### src/rtl/octal_audio_deser.sv
module octal_audio_deser (
  input  logic        clk_i,
  input  logic        rst_ni,
  input  logic        tdm_mode_i,
  input  logic [2:0]  wlen_i,
  input  logic        fsync_i,
  input  logic        sdata_i,
  output logic [31:0] sample_o,
  output logic [2:0]  chan_o,
  output logic        valid_o,
  output logic        frame_err_o
);
  localparam logic [7:0] HALF_POS = 8'd128;

  logic        fs_q, sof_q, locked_q;
  logic [7:0]  pos_q, pos;
  logic [31:0] acc_q, acc_nxt;
  logic [6:0]  off, rel;
  logic [1:0]  ol_slot;
  logic [4:0]  bitn;
  logic [2:0]  ch;
  logic        in_slot, last;
  logic [5:0]  wl;

  wire       fs_rise    = fsync_i & ~fs_q;
  wire       fs_fall    = ~fsync_i & fs_q;
  wire [7:0] pos_inc    = pos_q + 8'd1;
  wire       sync_start = tdm_mode_i ? sof_q : fs_rise;
  wire       sync_half  = ~tdm_mode_i & fs_fall;
  wire       lock_now   = locked_q | sync_start | sync_half;
  wire       misplaced  = locked_q & ((sync_start & (pos_inc != 8'd0)) |
                                      (sync_half & (pos_inc != HALF_POS)));
  wire       emit       = lock_now & in_slot & last;

  always_comb begin
    pos = pos_inc;
    if (sync_start)     pos = 8'd0;
    else if (sync_half) pos = HALF_POS;
  end

  always_comb begin
    case (wlen_i)
      3'd0:    wl = 6'd16;
      3'd1:    wl = 6'd18;
      3'd2:    wl = 6'd20;
      3'd3:    wl = 6'd24;
      default: wl = 6'd32;
    endcase
    if (!tdm_mode_i && wl > 6'd24) wl = 6'd24;
  end

  always_comb begin
    off = pos[6:0];
    if (off >= 7'd72)      begin ol_slot = 2'd3; rel = off - 7'd72; end
    else if (off >= 7'd48) begin ol_slot = 2'd2; rel = off - 7'd48; end
    else if (off >= 7'd24) begin ol_slot = 2'd1; rel = off - 7'd24; end
    else                   begin ol_slot = 2'd0; rel = off;         end
    if (tdm_mode_i) begin
      in_slot = 1'b1;
      ch      = pos[7:5];
      bitn    = pos[4:0];
      last    = (pos[4:0] == 5'd31);
    end else begin
      in_slot = (off < 7'd96);
      ch      = {pos[7], ol_slot};
      bitn    = rel[4:0];
      last    = (rel == 7'd23);
    end
  end

  always_comb begin
    acc_nxt = (bitn == 5'd0) ? 32'd0 : acc_q;
    if ({1'b0, bitn} < wl) acc_nxt[5'd31 - bitn] = sdata_i;
  end

  always_ff @(posedge clk_i or negedge rst_ni) begin
    if (!rst_ni) begin
      fs_q        <= 1'b0;
      sof_q       <= 1'b0;
      locked_q    <= 1'b0;
      pos_q       <= 8'd0;
      acc_q       <= 32'd0;
      sample_o    <= 32'd0;
      chan_o      <= 3'd0;
      valid_o     <= 1'b0;
      frame_err_o <= 1'b0;
    end else begin
      fs_q        <= fsync_i;
      sof_q       <= tdm_mode_i & fs_rise;
      locked_q    <= lock_now;
      pos_q       <= pos;
      acc_q       <= acc_nxt;
      valid_o     <= emit;
      frame_err_o <= misplaced;
      if (emit) begin
        sample_o <= acc_nxt;
        chan_o   <= ch;
      end
    end
  end

  assert_valid_single_R6: assert property (@(posedge clk_i) disable iff (!rst_ni)
    valid_o |=> !valid_o);

  assert_output_hold_R6: assert property (@(posedge clk_i) disable iff (!rst_ni)
    !valid_o |-> ($stable(sample_o) && $stable(chan_o)));

  assert_zero_fill_R5: assert property (@(posedge clk_i) disable iff (!rst_ni)
    valid_o |-> ((sample_o << wl) == 32'd0));

  assert_quiet_unlocked_R8: assert property (@(posedge clk_i) disable iff (!rst_ni)
    !locked_q |=> (!valid_o && !frame_err_o));

  assert_oneline_channels_R3: assert property (@(posedge clk_i) disable iff (!rst_ni)
    (valid_o && !tdm_mode_i && !$past(tdm_mode_i)) |-> ($past(pos_q[6:0]) < 7'd96));
endmodule

### config.mk
export PLATFORM = sky130hd
export DESIGN_NAME = octal_audio_deser
export DESIGN_NICKNAME = d
export VERILOG_FILES = /design/src/rtl/octal_audio_deser.sv
export SDC_FILE = /design/constraint.sdc
export NUM_CORES = 1
export LEC_CHECK = 0
export ABC_CLOCK_PERIOD_IN_PS = 10100
export BUFFER_PORTS_ARGS = -buffer_cell sky130_fd_sc_hd__buf_2
export CAP_MARGIN = 20
export CELL_PAD_IN_SITES_DETAIL_PLACEMENT = 1
export CELL_PAD_IN_SITES_GLOBAL_PLACEMENT = 2
export CORE_ASPECT_RATIO = 0.6
export CORE_UTILIZATION = 42
export DETAILED_ROUTE_END_ITERATION = 16
export MAX_ROUTING_LAYER = met4
export PLACE_DENSITY = 0.9
export SLEW_MARGIN = 40
export SYNTH_ARGS = -nofsm -noshare
export SYNTH_HDL_FRONTEND = slang
export SYNTH_SLANG_ARGS = --single-unit
### constraint.sdc
create_clock -name clk_i -period 10.1 [get_ports clk_i]
set_input_delay 1.01 -clock clk_i [delete_from_list [all_inputs] [get_ports clk_i]]
set_output_delay 1.01 -clock clk_i [all_outputs]
set_load 0.01 [all_outputs]
Yosys cells after proc, flatten, opt, wreduce, memory -nomap -nowiden
Cells that the tools add are included.
{"block": "op_classes", "n_addsub": 5, "order_cmp": 8, "eq_ne": 6, "muxes": 20, "bitwise_logic": 15, "n_reduce_logical": 6}
{"op": "32-bit 2-to-1 mux", "count": 2}
{"op": "32-bit bitwise mux", "count": 1}
{"op": "6-bit one-hot mux with 4 select lines", "count": 1}
{"op": "7-bit 2-to-1 mux", "count": 3}
{"op": "8-bit 2-to-1 mux", "count": 2}
{"op": "1-bit AND", "count": 9}
{"op": "8-bit by 1-bit adder with 8-bit output, second input constant", "count": 1}
{"op": "8-bit != test, second input constant", "count": 1}
{"op": "8-bit nonzero test", "count": 1}
{"op": "7-bit by 5-bit == test with 1-bit output, second input constant", "count": 1}
{"op": "7-bit by 5-bit >= comparator with 1-bit output, second input constant", "count": 1}
{"op": "7-bit by 6-bit >= comparator with 1-bit output, second input constant", "count": 1}
{"op": "7-bit >= comparator, second input constant", "count": 1}
{"op": "7-bit less-than comparator, second input constant", "count": 1}
{"op": "7-bit by 5-bit subtractor with 7-bit output, second input constant", "count": 1}
{"op": "7-bit by 6-bit subtractor with 7-bit output, second input constant", "count": 1}
{"op": "7-bit subtractor, second input constant", "count": 1}
{"op": "3-bit by 2-bit == test with 1-bit output, second input constant", "count": 2}
{"op": "6-bit by 5-bit > comparator with 1-bit output, second input constant", "count": 1}
{"op": "5-bit by 6-bit less-than comparator with 1-bit output", "count": 1}
{"op": "5-bit by 6-bit less-than comparator with 1-bit output, second input constant", "count": 1}
{"op": "2-bit 2-to-1 mux", "count": 3}
{"op": "6-bit 2-to-1 mux", "count": 1}
{"op": "1-bit demux with 5-bit select", "count": 1}
{"op": "other kinds (12)", "count": 21}
{"block": "word_totals", "reg_bits": 80, "out_inout_bits": 37, "wordCells": 69}

Logic depth before layout (Yosys ltp)
Gate-level depths: netlist (run 1).
{"block": "depth", "word_depth": 17, "mapped_depth": 24}

Worst setup path before layout (run 1)
OpenSTA, ideal clock, no wires.
{"block": "synth_timing", "path_kind": "input port to flip-flop", "start": "input tdm_mode_i", "end": "register sample_o[0]", "setup_ns": 0.125, "arrival_ns": 5.312, "setup_slack_ns": 4.664, "cell_stages": 21, "path_buffers": 4, "cell_sequence": "buf_2 nand2_1 o21ai_2 nor2_1 ha_1 nand3_1 and4_1 o31a_1 a221oi_2 buf_6 inv_2 buf_6 ha_1 a21o_1 a2111oi_0 a221oi_1 or4_1 clkbuf_1 o41a_1 o21a_1 mux2_2"}
{"block": "synth_between", "elab_chain_len": 16, "elab_cells_between_ends": 38, "classes_between": "add/sub: 4; order compare: 7; eq/ne: 2; mux: 15; bitwise: 6; reduce/logical: 4"}
{"item": "start, declared", "line": "4", "rtl": "input logic tdm_mode_i,"}
{"item": "1-bit NOT", "line": "29", "rtl": "wire sync_half = ~tdm_mode_i & fs_fall;"}
{"item": "1-bit AND", "line": "29"}
{"item": "8-bit 2-to-1 mux", "line": "38", "rtl": "else if (sync_half) pos = HALF_POS;"}
{"item": "8-bit 2-to-1 mux *", "line": "37", "rtl": "if (sync_start) pos = 8'd0;"}
{"item": "via pos[3]", "line": "16", "rtl": "logic [7:0] pos_q, pos;"}
{"item": "7-bit by 5-bit subtractor with 7-bit output or 7-bit by 5-bit >= comparator with 1-bit output (tied branches)", "line": "56", "rtl": "else if (off >= 7'd24) begin ol_slot = 2'd1; rel = off - 7'd24; end"}
{"item": "7-bit 2-to-1 mux", "line": "56"}
{"item": "7-bit 2-to-1 mux", "line": "55", "rtl": "else if (off >= 7'd48) begin ol_slot = 2'd2; rel = off - 7'd48; end"}
{"item": "[2 not listed]"}
{"item": "5-bit subtractor", "line": "73", "rtl": "if ({1'b0, bitn} < wl) acc_nxt[5'd31 - bitn] = sdata_i;"}
{"item": "5-bit by 6-bit less-than comparator with 1-bit output (implied by the code) or 5-bit by 1-bit >= comparator with 1-bit output (tied branches)", "line": "73"}
{"item": "1-bit logical AND (implied by the code)", "line": "73"}
{"item": "1-bit 2-to-1 mux (implied by the code)", "line": "73"}
{"item": "1-bit demux with 5-bit select", "line": "73"}
{"item": "32-bit bitwise mux", "line": "73"}
{"item": "32-bit 2-to-1 mux *", "line": "73"}
{"item": "via acc_nxt[0]", "line": "17", "rtl": "logic [31:0] acc_q, acc_nxt;"}
{"item": "end signal, assigned", "line": "96", "rtl": "sample_o <= acc_nxt;"}
{"item": "end, declared", "line": "8", "rtl": "output logic [31:0] sample_o,"}
Mark *: on every way through the listed nets, which the timed path passes. The rest lies on a longest branch.
A chain may end at the register's enable or synchronous reset.

Worst setup path in the final report (run 1)
{"block": "layout_timing", "start": "register pos_q[0]", "end": "register sample_o[0]"}
{"block": "layout_between", "elab_chain_len": 15, "elab_cells_between_ends": 31, "classes_between": "add/sub: 5; order compare: 7; eq/ne: 2; mux: 13; bitwise: 2; reduce/logical: 2"}
{"item": "start, declared", "line": "16"}
{"item": "start signal, assigned", "line": "91", "rtl": "pos_q <= pos;"}
{"item": "8-bit by 1-bit adder with 8-bit output *", "line": "27", "rtl": "wire [7:0] pos_inc = pos_q + 8'd1;"}
{"item": "8-bit 2-to-1 mux *", "line": "38"}
{"item": "8-bit 2-to-1 mux *", "line": "37"}
{"item": "via pos[4]", "line": "16"}
{"item": "7-bit by 5-bit subtractor with 7-bit output or 7-bit by 5-bit >= comparator with 1-bit output (tied branches)", "line": "56"}
{"item": "7-bit 2-to-1 mux", "line": "56"}
{"item": "7-bit 2-to-1 mux", "line": "55"}
{"item": "7-bit 2-to-1 mux", "line": "54", "rtl": "if (off >= 7'd72) begin ol_slot = 2'd3; rel = off - 7'd72; end"}
{"item": "5-bit 2-to-1 mux *", "line": "58", "rtl": "if (tdm_mode_i) begin"}
{"item": "5-bit subtractor", "line": "73"}
{"item": "5-bit by 6-bit less-than comparator with 1-bit output (implied by the code) or 5-bit by 1-bit >= comparator with 1-bit output (tied branches)", "line": "73"}
{"item": "1-bit logical AND (implied by the code)", "line": "73"}
{"item": "1-bit 2-to-1 mux (implied by the code)", "line": "73"}
{"item": "1-bit demux with 5-bit select", "line": "73"}
{"item": "32-bit bitwise mux", "line": "73"}
{"item": "32-bit 2-to-1 mux *", "line": "73"}
{"item": "via acc_nxt[0]", "line": "17"}
Marks and branches as above.

==> results of run 1 <==
-- final cells by class --
class | instances | area [um2] | share of cell area [%]
multi-input cells | 260 | 2165 | 43.32
flip-flops and latches | 80 | 2002 | 40.06
repair buffers | 47 | 269.0 | 5.383
clock buffers | 9 | 225.2 | 4.507
well taps | 135 | 168.9 | 3.380
inverters | 23 | 88.84 | 1.778
clock inverters | 7 | 78.83 | 1.577
-- cell usage after synthesis (all sizes together), types with 4 or more instances --
cell type	number
xor2	5
o31ai	4
nand2	18
o311ai	22
xnor2	8
or3	4
ha	12
a21oi	13
nor3	4
clkbuf	12
inv	23
nand3	12
nor2	16
o41ai	21
mux2i	4
dfrtp	80
and4	4
buf	17
mux2	34
o22ai	7
o21ai	16
nand2b	4
-- worst max-delay path by stage --
| stage | startpoint | to | slack, ns | depth (start not counted) |
|---|---|---|---|---|
| final | pos_q[0] | sample_o[0] | 3.55 | 19 |
| after global placement | fsync_i | sample_o[0] | 3.43 | 19 |
| after global routing | pos_q[0] | sample_o[8] | 2.93 | 19 |
| after detailed placement | fsync_i | sample_o[0] | 3.12 | 19 |
| after CTS | pos_q[0] | sample_o[0] | 3.34 | 19 |
| after floorplan | tdm_mode_i | sample_o[0] | 4.66 | 21 |
-- power by group --
group	leakage, nW	total [mW]	internal, mW	switching (mW)
Combinational	1.09	0.243	0.0714	0.171
Clock	0.144	0.334	0.194	0.140
Sequential	1.09	0.371	0.342	0.0291
-- cell families (layout without fill, tap and decap cells) --
group	after synthesis	after routing
flops	80	80
compound gates	115	115
simple gates	81	81
fa+ha+maj	13	13
mux	38	38
buf+inv	52	86
xor+xnor	13	13
-- flip-flops by register name (all words and copies together) (netlist names) --
register     count
locked_q         1
acc_q           32
sample_o        32
fs_q             1
chan_o           3
pos_q            8
valid_o          1
frame_err_o      1
sof_q            1
-- cells in the final DEF, fill, tap and decap left out, types with 5 or more instances in the layout --
cell and n:
a21oi_1 13, buf_2 43, clkbuf_16 9, dfrtp_1 80, ha_1 12, inv_1 20, mux2_1 7, mux2_2 7
mux2_4 20, nand2_1 16, nand3_1 11, nor2_1 15, o21ai_0 13, o22ai_1 7, o311ai_0 18, o41ai_1 21
xnor2_1 7, xor2_1 5
-- metrics by stage --
step                hold slack [ns]  worst slack, ns
floorplan                    0.4430            4.664
global placement             0.4669            3.430
detailed placement           0.4770            3.122
CTS                          0.4941            3.335
global route                 0.4987            2.926
finish                       0.4880            3.548
-- worst max-delay path: cells and delay by family, from the launching register on --
family | cells | cell delay [ns]
compound gates | 7 | 1.85
simple gates | 5 | 1.67
fa+ha+maj | 3 | 1.19
flops | 1 | 0.65
buf+inv | 2 | 0.45
xor+xnor | 1 | 0.33
mux | 1 | 0.26
-- per-layer routing --
metal	vias up	routed length, um
li1	1559	-
met1	1736	6435
met2	102	4797
met3	9	723
met4	0	80
met5	-	0
==> metrics.txt, run 1 <==
outcome complete, no violations; setup violators final 0; final worst path period need 6.552 ns; Pwr Total 0.9475 mW; Final nets between 400 and 500; Post-CTS Setup Inserts 0; I/O pin count 45; sequence of cells on the critical path ha_1, nand3_1, xnor2_1, nand2_1, inv_1, ha_1, nor3_1, o21ai_0, a31oi_1, a211oi_2, or2_2, inv_2, ha_1, a2111oi_0, a221oi_1, or4_1, o41a_1, o21a_1, mux2_2; Peak VDD IR approximately 100 uV; Top FF cell, synth dfrtp_1; via density per instance 6.071; worst-skew pair later-pin latency roughly 0.34 ns; mux cell area share after synthesis a little under an eighth; Final ANT Viol Nets 0; Fin. Hold Viols 0; CP Capture Type flip-flop; Critical R2R Launch pos_q[0]; placed instance count between 500 and 600; ranking of synthesized cells by area dfrtp_1, mux2_4, o41ai_1, o311ai_0, ha_1; ANT cells 0; Crit Path Category flip-flop to flip-flop; main combinational cell family by area after synthesis compound AO/OA/AOI/OAI gates; post-cts sizing count 0; Worst slew margin between 40% and 50%; CTS sink cnt 80; design area roughly 0.0050 mm2; WHS Endpoint sample_o[29]; sequential-to-total area share from yosys stat a little under half; Mapped Area between 0.004 and 0.005 mm2; Synth Area in Adders 3.631%; routed vias approximately 3400; Reg-to-Reg End sample_o[0]; placed inst area between 0.004 and 0.005 mm2; Core Area ~0.01 mm2; post-DP HPWL about 8500 um; Die X-Extent between 100 and 150 um; Post-synth EDFFs 0; Slew Viols, Final 0; pin count of the biggest net entering global routing 81; clk buf depth 2; CP most frequent cell ha_1; Mapped Cells approximately 390; H-tree depth 3; first-pass GRT wire length 19050 um; port bufs 44; share of the synthesized area in the top cell type between 40% and 50%; row count 28; vias in the first global route between 3000 and 4000; Reg clk slew, reported paths roughly 0.060 ns; period utilization about two thirds; Seq cells post-synth 80; DRC viols 0; GRT Total Usage between 20% and 30%; syn_nets a little over 400; Worst Hold Class flip-flop to flip-flop; Reg2Reg Depth 19; initial antenna violation count 0; gr busiest metal met1; post-route insts no fill around 560; Max Cap Viol 0; Initial DRC Count roughly 290; global route overflow 0; Synth Area in Simple Gates 10.30%; Post-synth ARST share 100.0%; power density cells 189.6 mW/mm2; die height 81.38 um; met3 Resource Use GR 6.117%; Routed WL between 10000 and 15000 um; drt wl/cell about 21 um; xor/xnor share of the synthesized area approximately 2.8%; FMAX roughly 0.15 GHz; Num CTS Buffers 9; RSZ-0062 raised after global routing no; Die ar. roughly 0.011 mm2; post-synthesis cell type count 75; share of cells above drive strength 1 about 26%; Max stage delay on crit path between 0.6 and 0.7 ns; leakage power 2.325 nW; Starting Density 44.02%; met2 usage 32.18%; Critical Path Fanout Max 29; GP Congestion 0.8821; worst endpoint required time 10.32 ns; r2r setup slk 3.55 ns; Clock Skew 0.006007 ns; slowest CP cell dfrtp_1; CTS Root Cell clkbuf_16; compound-cell area share of the yosys netlist 20.60%; Worst-Margin Slew roughly 0.79 ns; fin util 49.88%; hold_buf cts 0; TritonCTS clock tree done; cell taking the most area after synthesis dfrtp_1; drt first pass iters 5; # fillers between 1000 and 1500; CP arrival just under 7 ns; GR Util met1 36.52%; P&R area growth vs syn 13.30%; CP Launch Type flip-flop; synth warn 0; Hold Path Origin sample_o[29]; Mapped Avg Cell Area roughly 11 um2; hold path cells 1; setup tns final 0 ns
No activity file was read; power rests on OpenSTA's default activity.
==> run 2, diff against run 1 <==
Settings changed: ABC_CLOCK_PERIOD_IN_PS 10100 to 5600, CORE_UTILIZATION 42 to 36, PLACE_DENSITY 0.9 to 0.83.
Clock period 10.1 ns to 5.6 ns, I/O delays scaled along.
==> metrics.txt, run 2 (synthesis results as in run 1) <==
outcome complete, no violations; Initial DRC Count 292; Final ANT Viol Nets 0; post-DP HPWL between 9000 and 10000 um; I/O pin count 45; commonest non-fill, non-tap cell in the layout dfrtp_1; Worst-Margin Slew 0.8130 ns; register area approximately 0.0020 mm2; CP Capture Type flip-flop; pin count of the biggest net entering global routing 73; vias in the first global route between 3000 and 4000; RSZ-0062 raised after global routing no; CP arrival approximately 5.6 ns; worst endpoint required time 5.82 ns; wire length on met3 about 700 um; Starting Density approximately two fifths; GRT Total Usage 22.38%; initial antenna violation count 0; Fin. Hold Viols 0; commonest non-fill, non-tap cells in the layout dfrtp_1, buf_2, o41ai_1; final worst path period need ~5.4 ns; via density per instance just under 6; die height between 80 and 90 um; DR WL met2 about 5000 um; port bufs 44; share of cells above drive strength 1 27.75%; H-tree depth 3; global route overflow 0; Clock Skew ~0.009 ns; power density cells approximately 340 mW/mm2; hold_buf cts 0; Die X-Extent around 140 um; WHS 0.03682 ns; Reg clk slew, reported paths 0.06 ns; Slew Viols, Final 0; clk buf depth 2; setup violators final 0; Routed WL between 10000 and 15000 um; top flop regs acc_q x32, sample_o x32, pos_q x8; # fillers roughly 1200; FMAX about 0.19 GHz; drt first pass iters 4; Max Cap Viol 0; CTS sink cnt 80; CTS Root Cell clkbuf_16; Crit Path Category flip-flop to flip-flop; TritonCTS clock tree done; routed vias around 3400; Peak VDD IR roughly 160 uV; Core Area ~0.012 mm2; design area 0.005102 mm2; Die ar. ~0.013 mm2; leakage power 2.378 nW; Critical Path Fanout Max 10; CP Launch Type flip-flop; period utilization 95.95%; setup tns final 0 ns; drt wl/cell 21.63 um; DRC viols 0; ANT cells 0; Worst slew margin 45.23%; placed inst area ~0.0048 mm2; Worst Hold Class input pin to async pin; row count 30; Multi-input gate area 0.002186 mm2; Max Used Layer met4; first-pass GRT wire length about 20000 um; P&R area growth vs syn 15.69%; worst-skew pair later-pin latency 0.34 ns; Num CTS Buffers 9; GP Congestion roughly 0.93; routed length on met1 about 7100 um; Final nets 453
-- run 2: final timing paths --
| path | slack, ns | from | to | cells after the start |
|---|---|---|---|---|
| min | 0.04 | rst_ni | sample_o[14] | 1 |
| max in group asynchronous | 4.70 | rst_ni | acc_q[30] | 2 |
| min reg2reg | 0.50 | sample_o[28] | sample_o[28] | 1 |
| min in group clk_i | 0.42 | fsync_i | fs_q | 1 |
| max | 0.23 | pos_q[1] | sample_o[0] | 18 |
| max reg2reg | 0.23 | pos_q[1] | sample_o[0] | 18 |
-- run 2: routing by layer --
metal	track usage, %	up-vias
met5	-	-
met4	4.880	0
met3	6.616	7
met2	27.88	87
met1	34.27	1772
li1	-	1573
-- run 2: power breakdown --
part	switching [mW]	internal [mW]	total (mW)
logic	0.330	0.142	0.473
clock network	0.223	0.352	0.576
registers	0.0556	0.617	0.673
total	0.609	1.11	1.72
-- run 2: what timing repair did --
action,in CTS,in global routing
pin swaps,0,2
resized for setup,1,3
endpoints found under the hold margin,0,0
endpoints found under the setup margin,1,9
setup buffers,0,2
cloned,0,0
-- run 2: critical path, stage by stage (launching register included) --
cell and delay [ns]:
dfrtp_1 0.53, ha_1 0.24, nand3_1 0.19, xnor2_2 0.39, nand2_1 0.14, buf_4 0.17, ha_1 0.30, inv_1 0.09
o31ai_2 0.40, and2_1 0.30, or2_1 0.17, inv_2 0.04, ha_1 0.30, a2111oi_0 0.39, a221oi_1 0.21, or4_1 0.58
o41a_1 0.35, o21a_1 0.18, mux2_2 0.26
-- run 2: area by class of cell --
cell class | instances | area share, %
Multi-Input combinational cell | 260 | 42.84
Timing Repair Buffer | 59 | 6.645
Clock buffer | 11 | 4.757
Inverter | 23 | 1.741
Clock inverter | 3 | 0.8583
Sequential cell | 80 | 39.23
Tap cell | 160 | 3.923
-- run 2: per-stage QoR --
| stage | setup slack [ns] | power (mW) | std cells | util, % |
|---|---|---|---|---|
| global route | 0.01809 | 1.804 | 596 | 43.99 |
| detailed placement | -0.02759 | 1.141 | 580 | 41.21 |
| CTS | 0.1013 | 1.726 | 594 | 43.74 |
| finish | 0.2270 | 1.721 | 596 | 43.99 |
| global placement | 0.03974 | 1.123 | 580 | 41.08 |
| floorplan | 0.6022 | 0.9733 | 392 | - |
==> run 3, diff against run 2 <==
Settings changed: BUFFER_PORTS_ARGS -buffer_cell sky130_fd_sc_hd__buf_2 to -buffer_cell sky130_fd_sc_hd__buf_4.
==> metrics.txt, run 3 (synthesis results as in run 1) <==
Reg2Reg Depth 16; post-DP HPWL roughly 9100 um; Num CTS Buffers 9; Fin. Hold Viols 0; Critical Path Fanout Max 10; Critical R2R Launch pos_q[3]; Final nets 451; P&R area growth vs syn 18.67%; CTS sink cnt 80; final worst path period need 5.211 ns; drt wl/cell between 20 and 25 um; Final ANT Viol Nets 0; port bufs 44; Core Area roughly 0.012 mm2; Max stage delay on crit path slightly below 0.6 ns; Starting Density roughly two fifths; sequence of cells on the critical path nand3_1, xnor2_2, nand2_1, ha_1, inv_1, o31ai_1, and2_1, or2_1, inv_2, ha_1, a2111oi_0, a221oi_1, or4_4, o41a_1, o21a_1, mux2_2; ANT cells 0; DRC viols 0; CP arrival about 5.4 ns; TritonCTS clock tree done; placed instance count 578; GP Congestion between 0.9 and 1; Max Cap Viol 0; CP most frequent cell ha_1; H-tree depth 3; row count 30; Die ar. about 0.013 mm2; routed vias 3438; Worst Hold Class input pin to async pin; top flop regs acc_q x32, sample_o x32, pos_q x8; # fillers 1240; worst-skew pair later-pin latency approximately 0.34 ns; GRT Total Usage 22.60%; commonest non-fill, non-tap cells in the layout dfrtp_1, buf_4, o41ai_1; placed inst area ~0.005 mm2; slowest CP cell dfrtp_1; FMAX approximately 0.19 GHz; Crit Path Category flip-flop to flip-flop; Pwr Total around 1.8 mW; clk buf depth 2; Routed WL ~13000 um; die height just under 90 um; Worst slew margin roughly 48%; CTS Root Cell clkbuf_16; post-route insts no fill 596; worst endpoint required time approximately 5.8 ns; hold_buf cts 0; Peak VDD IR approximately 160 uV; drt first pass iters 6; design area 0.005234 mm2; Initial DRC Count roughly 230; initial antenna violation count 0; CP bufs+invs 2; outcome complete, no violations; Reg-to-Reg End sample_o[0]; first-pass GRT wire length 20480 um; commonest non-fill, non-tap cell in the layout dfrtp_1; setup tns final 0 ns; WHS 0.1386 ns; via density per instance about 5.8; period utilization 93.05%; pin count of the biggest net entering global routing 54; CP Launch Type flip-flop; CP delay by family, top compound AO/OA/AOI/OAI gates; r2r setup slk 0.39 ns; global route overflow 0; vias in the first global route 3442; I/O pin count 45; Reg clk slew, reported paths 0.06 ns; share of cells above drive strength 1 ~28%; Slew Viols, Final 0; Clock Skew ~0.0060 ns; setup violators final 0; CP Capture Type flip-flop; leakage power between 2 and 2.5 nW; Die X-Extent 144.9 um; Worst-Margin Slew 0.7833 ns; power density cells 342.7 mW/mm2; RSZ-0062 raised after global routing no
## run 3: power breakdown
part	internal (mW)	total (mW)	switching, mW
combinational	0.148	0.490	0.341
clock	0.393	0.641	0.247
sequential	0.617	0.663	0.0461
total	1.16	1.79	0.635
## run 3: timing repair
item                                    in CTS  in global routing
resized for setup                            2                  5
pin swaps                                    1                  1
gates cloned                                 0                  0
endpoints found under the setup margin       4                 10
setup buffers                                1                  1
## run 3: area by class of cell
type | instances | area (um2) | share of cell area, %
Multi-Input combinational cell | 260 | 2193 | 41.91
Clock buffer | 10 | 229.0 | 4.375
Inverter | 23 | 88.84 | 1.697
Clock inverter | 6 | 92.59 | 1.769
Timing Repair Buffer | 57 | 427.9 | 8.176
Tap cell | 160 | 200.2 | 3.825
Sequential cell | 80 | 2002 | 38.25
## run 3: metrics by stage
stage	utilization, %	setup WS, ns
after floorplan	-	0.6022
after global placement	41.88	-0.05175
after detailed placement	41.97	-0.2315
after CTS	44.90	0.1436
after global routing	45.12	0.002278
final	45.12	0.3892
## run 3: how the worst max path moves through the flow
stage                  start           to  slack [ns]  cells after the start
floorplan           pos_q[0]  sample_o[0]        0.60                     23
global placement    pos_q[1]  sample_o[8]       -0.05                     19
detailed placement  pos_q[1]  sample_o[8]       -0.23                     19
CTS                 pos_q[1]  sample_o[8]        0.14                     18
global route        pos_q[1]     acc_q[2]       0.002                     19
finish              pos_q[3]  sample_o[0]        0.39                     16
## run 3: metal layers
layer / global-route usage (%) / share of wire [%] / vias up
met3: 6.616 / 6.5 / 8
met1: 35.14 / 54 / 1763
met5: - / 0 / -
li1: - / - / 1568
met4: 3.732 / 0.49 / 0
met2: 28.06 / 39 / 99
